<file path="config.mk">
export PLATFORM = sky130hd
export DESIGN_NAME = aud_stream_ctl
export DESIGN_NICKNAME = d
export VERILOG_FILES = /design/src/rtl/aud_stream_pkg.sv /design/src/rtl/aud_src_pair.sv /design/src/rtl/aud_ctrl_reg.sv /design/src/rtl/aud_blk_engine.sv /design/src/rtl/aud_stream_ctl.sv
export SDC_FILE = /design/constraint.sdc
export NUM_CORES = 1
export LEC_CHECK = 0
export ABC_AREA = 1
export ABC_CLOCK_PERIOD_IN_PS = 2300
export BUFFER_PORTS_ARGS = -buffer_cell sky130_fd_sc_hd__buf_2
export CAP_MARGIN = 30
export CORE_ASPECT_RATIO = 1.75
export CORE_UTILIZATION = 43
export CTS_CLUSTER_SIZE = 30
export DETAILED_ROUTE_END_ITERATION = 6
export PLACE_DENSITY_LB_ADDON = 0.05
export SYNTH_ARGS = -nofsm -noshare
export SYNTH_HDL_FRONTEND = slang
export SYNTH_SLANG_ARGS = --single-unit
</file>
<file path="constraint.sdc">
create_clock -name clk -period 2.3 [get_ports clk]
set_input_delay 0 -clock clk [delete_from_list [all_inputs] [get_ports clk]]
set_output_delay 0 -clock clk [all_outputs]
set_load 0.02 [all_outputs]
</file>
<file path="src/rtl/aud_stream_pkg.sv">
`timescale 1ns/100ps
package aud_stream_pkg;
  localparam int SEL_W = 2;
  typedef enum logic [SEL_W-1:0] {
    SEL_SRC_HI = 2'd0,
    SEL_SRC_LO = 2'd1,
    SEL_CTRL   = 2'd2,
    SEL_LEFT   = 2'd3
  } reg_sel_e;
endpackage

</file>
<file path="src/rtl/aud_src_pair.sv">
`timescale 1ns/100ps
module aud_src_pair #(
  parameter int ADDR_W = 32,
  parameter int HALF_W = 16
) (
  input  logic                          clk,
  input  logic                          rst_n,
  input  logic [ADDR_W/HALF_W-1:0]      wr_half,
  input  logic [HALF_W-1:0]             wdata,
  output logic [ADDR_W-1:0]             src
);
  localparam int NUM_HALVES = ADDR_W / HALF_W;

  for (genvar g = 0; g < NUM_HALVES; g++) begin : g_half
    always_ff @(posedge clk) begin
      if (!rst_n)
        src[g*HALF_W +: HALF_W] <= '0;
      else if (wr_half[g])
        src[g*HALF_W +: HALF_W] <= wdata;
    end
  end
endmodule

</file>
<file path="src/rtl/aud_ctrl_reg.sv">
`timescale 1ns/100ps
module aud_ctrl_reg #(
  parameter int HALF_W = 16
) (
  input  logic              clk,
  input  logic              rst_n,
  input  logic              wr,
  input  logic              clear,
  input  logic [HALF_W-1:0] wdata,
  output logic [HALF_W-1:0] ctrl
);
  always_ff @(posedge clk) begin
    if (!rst_n)
      ctrl <= '0;
    else if (clear)
      ctrl <= '0;
    else if (wr)
      ctrl <= wdata;
  end
endmodule

</file>
<file path="src/rtl/aud_blk_engine.sv">
`timescale 1ns/100ps
module aud_blk_engine #(
  parameter int ADDR_W    = 32,
  parameter int LEN_W     = 15,
  parameter int BLK_BYTES = 32
) (
  input  logic              clk,
  input  logic              rst_n,
  input  logic              load,
  input  logic [LEN_W-1:0]  load_len,
  input  logic              step,
  input  logic [LEN_W-1:0]  loop_len,
  input  logic [ADDR_W-1:0] src,
  output logic [ADDR_W-1:0] ptr,
  output logic [LEN_W-1:0]  cnt
);
  localparam logic [ADDR_W-1:0] STRIDE = ADDR_W'(BLK_BYTES);
  localparam logic [LEN_W-1:0]  ONE    = LEN_W'(1);

  logic last_blk;
  assign last_blk = (cnt == ONE);

  always_ff @(posedge clk) begin
    if (!rst_n) begin
      ptr <= '0;
      cnt <= '0;
    end else if (load) begin
      ptr <= src;
      cnt <= load_len;
    end else if (step && cnt != '0) begin
      if (last_blk) begin
        ptr <= src;
        cnt <= loop_len;
      end else begin
        ptr <= ptr + STRIDE;
        cnt <= cnt - ONE;
      end
    end
  end
endmodule

</file>
<file path="src/rtl/aud_stream_ctl.sv">
`timescale 1ns/100ps
module aud_stream_ctl #(
  parameter int ADDR_W    = 32,
  parameter int HALF_W    = 16,
  parameter int BLK_BYTES = 32
) (
  input  logic                            clk,
  input  logic                            rst_n,
  input  logic                            reg_wr,
  input  logic [aud_stream_pkg::SEL_W-1:0] reg_sel,
  input  logic [HALF_W-1:0]               reg_wdata,
  input  logic [aud_stream_pkg::SEL_W-1:0] reg_rsel,
  output logic [HALF_W-1:0]               reg_rdata,
  input  logic                            dsp_rst_wr,
  input  logic                            blk_done,
  output logic [ADDR_W-1:0]               rd_addr,
  output logic                            stream_en
);
  import aud_stream_pkg::*;

  localparam int NUM_HALVES = ADDR_W / HALF_W;
  localparam int LEN_W      = HALF_W - 1;
  localparam int EN_BIT     = HALF_W - 1;

  logic [NUM_HALVES-1:0] wr_half;
  logic                  wr_ctrl;
  logic [ADDR_W-1:0]     src_addr;
  logic [HALF_W-1:0]     ctrl_q;
  logic [LEN_W-1:0]      blk_cnt;
  logic [HALF_W-1:0]     left_view;

  always_comb begin
    wr_half             = '0;
    wr_half[NUM_HALVES-1] = reg_wr && (reg_sel == SEL_SRC_HI);
    wr_half[0]          = reg_wr && (reg_sel == SEL_SRC_LO);
  end
  assign wr_ctrl = reg_wr && (reg_sel == SEL_CTRL);

  aud_src_pair #(.ADDR_W(ADDR_W), .HALF_W(HALF_W)) u_src (
    .clk(clk), .rst_n(rst_n), .wr_half(wr_half), .wdata(reg_wdata), .src(src_addr)
  );

  aud_ctrl_reg #(.HALF_W(HALF_W)) u_ctrl (
    .clk(clk), .rst_n(rst_n), .wr(wr_ctrl), .clear(dsp_rst_wr),
    .wdata(reg_wdata), .ctrl(ctrl_q)
  );

  aud_blk_engine #(.ADDR_W(ADDR_W), .LEN_W(LEN_W), .BLK_BYTES(BLK_BYTES)) u_eng (
    .clk(clk), .rst_n(rst_n),
    .load(wr_ctrl), .load_len(reg_wdata[LEN_W-1:0]),
    .step(blk_done && ctrl_q[EN_BIT]), .loop_len(ctrl_q[LEN_W-1:0]),
    .src(src_addr), .ptr(rd_addr), .cnt(blk_cnt)
  );

  assign left_view = (blk_cnt == '0) ? '0 : {1'b0, blk_cnt - LEN_W'(1)};
  assign stream_en = ctrl_q[EN_BIT];

  always_comb begin
    case (reg_rsel)
      SEL_SRC_HI: reg_rdata = src_addr[ADDR_W-1 -: HALF_W];
      SEL_SRC_LO: reg_rdata = src_addr[HALF_W-1:0];
      SEL_CTRL:   reg_rdata = ctrl_q;
      default:    reg_rdata = left_view;
    endcase
  end
endmodule

</file>
After elaboration in Yosys (flattened, before gate mapping)

Index checks and enable logic that the tools add are counted.
Widths: inputs -> output; s select.

Bits in registers: 95
Latch bits: 0
Bits in writable memories: 0
Memory bits (read-only): 0
Input port bits: 25
Logic and storage cells: 32
Memories: 0

Add/subtract/negate cells: 2
Multiply operators: 0
Divide/modulo/power cells: 0
Magnitude comparators: 0
Eq/ne operators: 5
Shift-type cells: 0
Muxes and demuxes: 8
Bitwise operators: 1
Reduce and logical (&&, ||, !) cells: 11

Operators by type and width:

| kind                  | number |
|---|---|
| $mux 32               | 3 |
| $mux 15               | 4 |
| $pmux 16 s3           | 1 |
| $add 32x6->32 const B | 1 |
| $eq 15x1->1 const B   | 1 |
| $logic_not 15->1      | 1 |
| $reduce_bool 15->1    | 1 |
| $sub 15x1->15 const B | 1 |
| $logic_and 1x1->1     | 5 |
| $eq 2x1->1 const B    | 2 |
| $eq 2x2->1 const B    | 2 |
| $logic_not 2->1       | 2 |
| $reduce_bool 2->1     | 1 |
| $reduce_or 2->1       | 1 |
| $not 1->1             | 1 |

Longest topological paths before layout

Gate-level depths: netlist (run 1).

Depth in word-level cells: 4
Depth in mapped cells: 13
Mapped depth without buffers: 12

Modules after synthesis

A second synthesis (run 1) with hierarchy kept.

Cells, all modules: 992
Area, all modules: 6343.6 µm²

By module, submodules not included:

| module         | times used | cells an instance | area each (µm²) | seq. area each (µm²) |
|---|---|---|---|---|
| aud_blk_engine | 1          | 566               | 3442.1          | 940.9 |
| aud_src_pair   | 1          | 185               | 1290.0          | 640.6 |
| aud_stream_ctl | 1          | 170               | 944.7           | 0.0 |
| aud_ctrl_reg   | 1          | 71                | 666.9           | 320.3 |

Worst setup path before layout (run 1)

OpenSTA, ideal clock, no wires.

Path kind: flip-flop to output port
Start point: register u_eng.cnt[0]
End point: output reg_rdata[0]
Arrival time: 1.773 ns
Slack: 0.527 ns
Stages on the path, launching flop included: 8
Cell sequence: dfxtp_1 -> inv_1 -> ha_1 -> nand2_4 -> nor2_8 -> a21oi_2 -> inv_1 -> o21ai_0

Cells in the longest elaborated chain, start to end: 3

Ends and longest elaborated chain:

| item                                                     | line                 | source |
|---|---|---|
| start: declaration                                       | aud_blk_engine.sv:15 | `output logic [LEN_W-1:0] cnt` |
| start signal: assignment                                 | aud_blk_engine.sv:29 | `cnt <= load_len;` |
| start signal: assignment                                 | aud_blk_engine.sv:33 | `cnt <= loop_len;` |
| start signal: assignment                                 | aud_blk_engine.sv:36 | `cnt <= cnt - ONE;` |
| $sub 15x1->15 / $logic_not 15->1 (equally long branches) | aud_stream_ctl.sv:55 | `assign left_view = (blk_cnt == '0) ? '0 : {1'b0, blk_cnt - LEN_W'(1)};` |
| $mux 15 *                                                | aud_stream_ctl.sv:55 |  |
| $pmux 16 s3 *                                            | aud_stream_ctl.sv:59 | `case (reg_rsel)` |
| end: declaration                                         | aud_stream_ctl.sv:13 | `output logic [HALF_W-1:0] reg_rdata,` |

Mark *: on every way between the ends. The rest lies on a longest branch, timed or not.

Final worst setup path (run 1)

Start point: register u_eng.cnt[0]
End point: output reg_rdata[6]

Same word-level chain as after synthesis.

==> results of run 1 <==
==> layer usage <==
metal  GRT usage (%)  up-vias  part of all wire [%]
li1                -     3025                     -
met1            31.8     2743                    39
met2            49.7      196                    52
met3            4.02       40                   4.7
met4            12.4        0                   3.6
met5               0        -                     0
==> report_power, final <==
part	internal (mW)	switching [mW]	total, mW
Combinational	0.329	0.625	0.954
Clock	0.796	0.726	1.52
Sequential	1.72	0.0862	1.81
==> registers in the layout (all words and copies together) (netlist names) <==
signal and count:
u_eng.ptr 32, u_src.src 32, u_ctrl.ctrl 16, u_eng.cnt 15
==> cells by family after synthesis <==
kind of cell	after synthesis	share of synthesized area, %
compound gates	192	18.4
buf+inv	143	11.2
flops	95	34.4
xor+xnor	7	1.11
simple gates	438	34.3
fa+ha+maj	3	0.679
==> critical path, delay by kind of cell (launching register included) <==
kind	cells	cell delay, ns
fa+ha+maj	1	0.26
flops	1	0.39
compound gates	2	0.35
simple gates	3	0.30
buf+inv	3	0.52
==> cell usage after synthesis, drive strengths merged, types with 4 or more instances <==
library cell,n
clkbuf,18
nand2,238
a21oi,79
o22ai,5
o21ai,96
xnor2,4
buf,16
nand3,69
a221oi,4
nor2,113
nand3b,4
nand4,7
o2111ai,6
dfxtp,95
inv,106
nor3,5
==> stage by stage <==
| step | hold WS (ns) | util, % | instance area [um2] |
|---|---|---|---|
| after CTS | 0.104 | 52.3 | 6530 |
| after floorplan | 0.135 | - | 5530 |
| after global routing | 0.139 | 52.3 | 6530 |
| after detailed placement | 0.283 | 48.4 | 6060 |
| after global placement | 0.278 | 48.4 | 6060 |
| final | 0.127 | 52.3 | 6530 |
==> worst paths after layout <==
kind | to | slack [ns] | depth (start not counted) | start
setup / recovery | reg_rdata[6] | 0.13 | 9 | u_eng.cnt[0]
setup reg to reg | u_eng.ptr[30] | 0.19 | 10 | u_eng.cnt[0]
hold / removal | u_src.src[31] | 0.13 | 4 | reg_sel[1]
hold reg to reg | u_src.src[5] | 0.47 | 2 | u_src.src[5]
==> area by class of cell <==
| type | count | area (um2) |
|---|---|---|
| inverter | 109 | 414 |
| sequential | 95 | 1900 |
| clock buffer | 10 | 239 |
| clock inverter | 6 | 57.6 |
| fill | 1352 | 5970 |
| multi-input combinational | 640 | 3010 |
| timing repair buffer | 112 | 703 |
| tap | 168 | 210 |
==> run summary, run 1 <==
Post-Syn Instances -> 878
crit-path cells -> inv_1, ha_1, nand2_4, nor2_8, a21oi_2, buf_4, nand2_1, o2111ai_1, buf_2
Hold Path Class -> in2reg
top_reg_cell synth -> dfxtp_1
fmax -> 0.460 GHz
fin. max-slew vios -> 0
die width -> 87.7 um
Fin. Hold Viols -> 0
1st-pass router iterations -> 5
commonest non-fill, non-tap cells in the layout -> nand2_1 (229), nor2_1 (105), inv_1 (102)
vias in the first global route -> 5614
min cycle time layout -> 2.17 ns
DRT Wirelength -> 18.0 mm
Crit path largest cell delay -> 0.39 ns
Peak VDD IR -> 0.000368 V
total track usage -> 27.8%
CP Data Required Time -> 2.30 ns
status -> finished, final reports clean
die area -> 13300 um2
Leakage Power -> 2.83 nW
YS warnings -> 0
CTS Hold Bufs -> 18
CP arrival -> 2.17 ns
register area share after synthesis -> 34.4%
root buffer cell -> clkbuf_16
PwrDens -> 656 nW/um2
CTS resizes -> 0
largest area contributor in the netlist -> dfxtp_1
initial antenna violation count -> 0
Tot Pwr -> 4.28 mW
worst-path maximum fanout -> 7
post-route ant nets -> 0
Worst setup SP type -> flip-flop
I/O Buffers -> 73
syn_nets -> 906
setup repair bufs after CTS -> 0
Tcrit/Tclk final -> 94.6%
EDFF count, synth -> 0
MaxCap Viol Count -> 0
pin count of the biggest net entering global routing -> 68
first-pass GRT wire length -> 28.6 mm
Starting Density -> 44.2%
post-route setup TNS -> 0 ns
Setup Skew -> 0.00991 ns
setup ws final -> 0.125 ns
Sink Count -> 95
DR DRC count -> 0
core box area -> 12500 um2
Synth Area per Inst -> 6.29 um2
fraction of registers with async set/reset -> 0%
worst-path cell with the longest stage delay -> dfxtp_1
post-synthesis register bit count -> 95
CTS tree -> built
dpl hpwl -> 13.8 mm
die height -> 152 um
grt total ovfl -> 0
via count -> 6004
DR WL/cell -> 15.8 um
commonest non-fill, non-tap cell in the layout -> nand2_1
final setup vio count -> 0
I/O pin count -> 74
layout cells sized above 1 -> 13.8%
synth top area cells -> dfxtp_1 (34%), nand2_1 (16%), o21ai_0 (8.2%), nor2_1 (7.1%), a21oi_1 (7.1%)
Setup crit end kind -> primary output
dpl cells -> 1106
unrepaired setup endpoints after global routing -> false
NumNets Final -> 995
synth unique cells -> 35
row cnt -> 54
area grow syn2layout -> 18.2%
Synth top area share -> 34.4%
clock slew at reported path FFs -> 0.07 ns
Slew headroom -> 57.3%
CP Class -> reg2out
ANT cells -> 0
synthesized area -> 5530 um2
vias per cell -> 5.27
Clock Latency Late Sink -> 0.35 ns
CTS H-tree lvls -> 3
Non-Filler Instances -> 1140
Clock Path Buffers -> 2
routability congestion estimate from global placement -> 0.923
Initial DRC Count -> 300
CTS Buf Count -> 9
pre-CTS WS -> 0.186 ns
Slew @ Worst Pin -> 0.636 ns
(Power assumes the default switching activity.)
==> inputs of run 2 (changes only) <==
--- a/config.mk
+++ b/config.mk
@@ -10,7 +10,7 @@
 export BUFFER_PORTS_ARGS = -buffer_cell sky130_fd_sc_hd__buf_2
 export CAP_MARGIN = 30
 export CORE_ASPECT_RATIO = 1.75
-export CORE_UTILIZATION = 43
+export CORE_UTILIZATION = 40
 export CTS_CLUSTER_SIZE = 30
 export DETAILED_ROUTE_END_ITERATION = 6
 export PLACE_DENSITY_LB_ADDON = 0.05
==> run summary, run 2 (synthesized netlist as in run 1, its figures left out) <==
biggest regs -> u_eng.ptr x32, u_src.src x32, u_ctrl.ctrl x16
Clock Latency Late Sink -> 0.35 ns (about the same)
row cnt -> 56 (+3.7%)
min cycle time layout -> 2.08 ns (-0.0942 ns)
DRT Wirelength -> 18.4 mm (+1.7%)
Peak VDD IR -> 0.000382 V (+4.0%)
final core utilization -> 48.4% (-3.8 points)
Slew headroom -> 55.9% (-1.4 points)
sequential share of power -> 42.3% (about the same)
Sink Count -> 95 (unchanged)
die height -> 157 um (+3.6%)
final setup vio count -> 0 (unchanged)
root buffer cell -> clkbuf_16
grt total ovfl -> 0 (unchanged)
commonest non-fill, non-tap cell in the layout -> nand2_1
status -> finished, final reports clean
die width -> 90.8 um (+3.6%)
fin. max-slew vios -> 0 (unchanged)
routability congestion estimate from global placement -> 0.918 (-0.51%)
via count -> 5972 (-0.53%)
vias in the first global route -> 5787 (+3.1%)
Worst setup SP type -> flip-flop
Top cell by count, worst path -> nand2_1
dpl hpwl -> 13.9 mm (+0.57%)
NumNets Final -> 990 (-0.50%)
CTS Hold Bufs -> 18 (unchanged)
Non-Filler Instances -> 1141 (+0.088%)
crit-path cells -> nor2_1, nand2_1, nor2_1, nand3_1, nand2_1, nand2_1, o2111ai_1, buf_2
initial antenna violation count -> 0 (unchanged)
Tcrit/Tclk final -> 90.5% (-4.1 points)
Reg area -> 1900 um2 (unchanged)
Slew @ Worst Pin -> 0.657 ns (+0.0204 ns)
Leakage Power -> 2.81 nW (-0.76%)
I/O pin count -> 74 (unchanged)
vias per cell -> 5.23 (-0.62%)
Initial DRC Count -> 303 (+1.0%)
Setup crit end kind -> primary output
Setup Skew -> 0.0115 ns (+0.00157 ns)
internal power -> 2.84 mW (-0.23%)
filler cell count -> 1432 (+5.9%)
Starting Density -> 41.1% (-3.1 points)
total track usage -> 26.6% (-1.2 points)
PwrDens -> 656 nW/um2 (about the same)
DR DRC count -> 0 (unchanged)
final hold slack -> 0.0697 ns (-0.0572 ns)
DR WL/cell -> 16.1 um (+1.6%)
CP arrival -> 2.08 ns (-0.09 ns)
clock slew at reported path FFs -> 0.07 ns (about the same)
worst-path maximum fanout -> 7 (unchanged)
CTS H-tree lvls -> 3 (unchanged)
clock share of power -> 35.5% (about the same)
P_sw -> 1.44 mW (about the same)
1st-pass router iterations -> 5 (unchanged)
CTS tree -> built
post-route ant nets -> 0 (unchanged)
MaxCap Viol Count -> 0 (unchanged)
ANT cells -> 0 (unchanged)
core box area -> 13500 um2 (+7.6%)
CTS Buf Count -> 9 (unchanged)
fmax -> 0.481 GHz (+4.5%)
Clock Path Buffers -> 2 (unchanged)
area of the multi-input gates -> 3010 um2 (unchanged)
CP Data Required Time -> 2.30 ns (about the same)
die area -> 14300 um2 (+7.4%)
Crit path largest cell delay -> 0.47 ns (+0.08 ns)
first-pass GRT wire length -> 29.3 mm (+2.7%)
unrepaired setup endpoints after global routing -> false
worst-path cell with the longest stage delay -> nor2_1
Gate power share -> 22.2% (about the same)
CTS resizes -> 0 (unchanged)
CP Class -> reg2out
commonest non-fill, non-tap cells in the layout -> nand2_1 (229), nor2_1 (105), inv_1 (102)
Hold Path Class -> in2reg
setup repair bufs after CTS -> 0 (unchanged)
dpl cells -> 1107 (+0.090%)
area grow syn2layout -> 17.9%
pin count of the biggest net entering global routing -> 68 (unchanged)
Fin. Hold Viols -> 0 (unchanged)
post-route setup TNS -> 0 ns (unchanged)
Sw Ratio -> 33.6% (+0.036 points)
I/O Buffers -> 73 (unchanged)
layout cells sized above 1 -> 13.3% (-0.45 points)
run 2: cell types whose count changed in the layout (fill, tap and decap cells not counted), sizes merged:
cell	delta
buf	-5
clkinv	+1
inv	-1
run 2: through the flow:
step                instance area [um2]  worst slack [ns]  power [mW]
floorplan                          5530             0.527        2.48
global placement                   6040             0.282        2.76
detailed placement                 6040             0.275        2.77
CTS                                6520             0.200        4.32
global route                       6520            0.0301        4.49
finish                             6520             0.220        4.28
run 2: power groups by stage:
stage / clock network [mW] / logic, mW / registers [mW]
after CTS: 1.56 / 0.947 / 1.81
after floorplan: 0 / 0.626 / 1.86
after global placement: 0 / 0.914 / 1.85
final: 1.52 / 0.949 / 1.81
after detailed placement: 0 / 0.920 / 1.85
after global routing: 1.62 / 1.05 / 1.82
run 2: worst paths after layout:
kind,slack (ns),from,endpoint,cells after the start
max,0.22,u_eng.cnt[2],reg_rdata[7],8
max reg2reg,0.22,u_eng.ptr[6],u_eng.ptr[15],10
min,0.07,reg_sel[1],u_src.src[19],4
min reg2reg,0.48,u_src.src[1],u_src.src[1],2
run 2: critical path: cells and delay by family (launching register included):
kind	cells	cell delay (ns)
compound gates	1	0.08
flops	1	0.37
simple gates	6	1.08
buf+inv	1	0.21
run 2: layer usage:
| metal | vias up | global-route usage, % | part of all wire (%) |
|---|---|---|---|
| li1 | 3010 | - | - |
| met1 | 2749 | 29.1 | 40 |
| met2 | 169 | 49.6 | 52 |
| met3 | 44 | 3.04 | 3.6 |
| met4 | 0 | 14.2 | 3.8 |
| met5 | - | 0 | 0 |
run 2: final cells by class:
type	instances	area share, %
inverter	109	6.36
multi-input combinational	640	46.1
timing repair buffer	107	10.4
clock inverter	6	0.883
sequential	95	29.2
clock buffer	10	3.67
tap	174	3.34
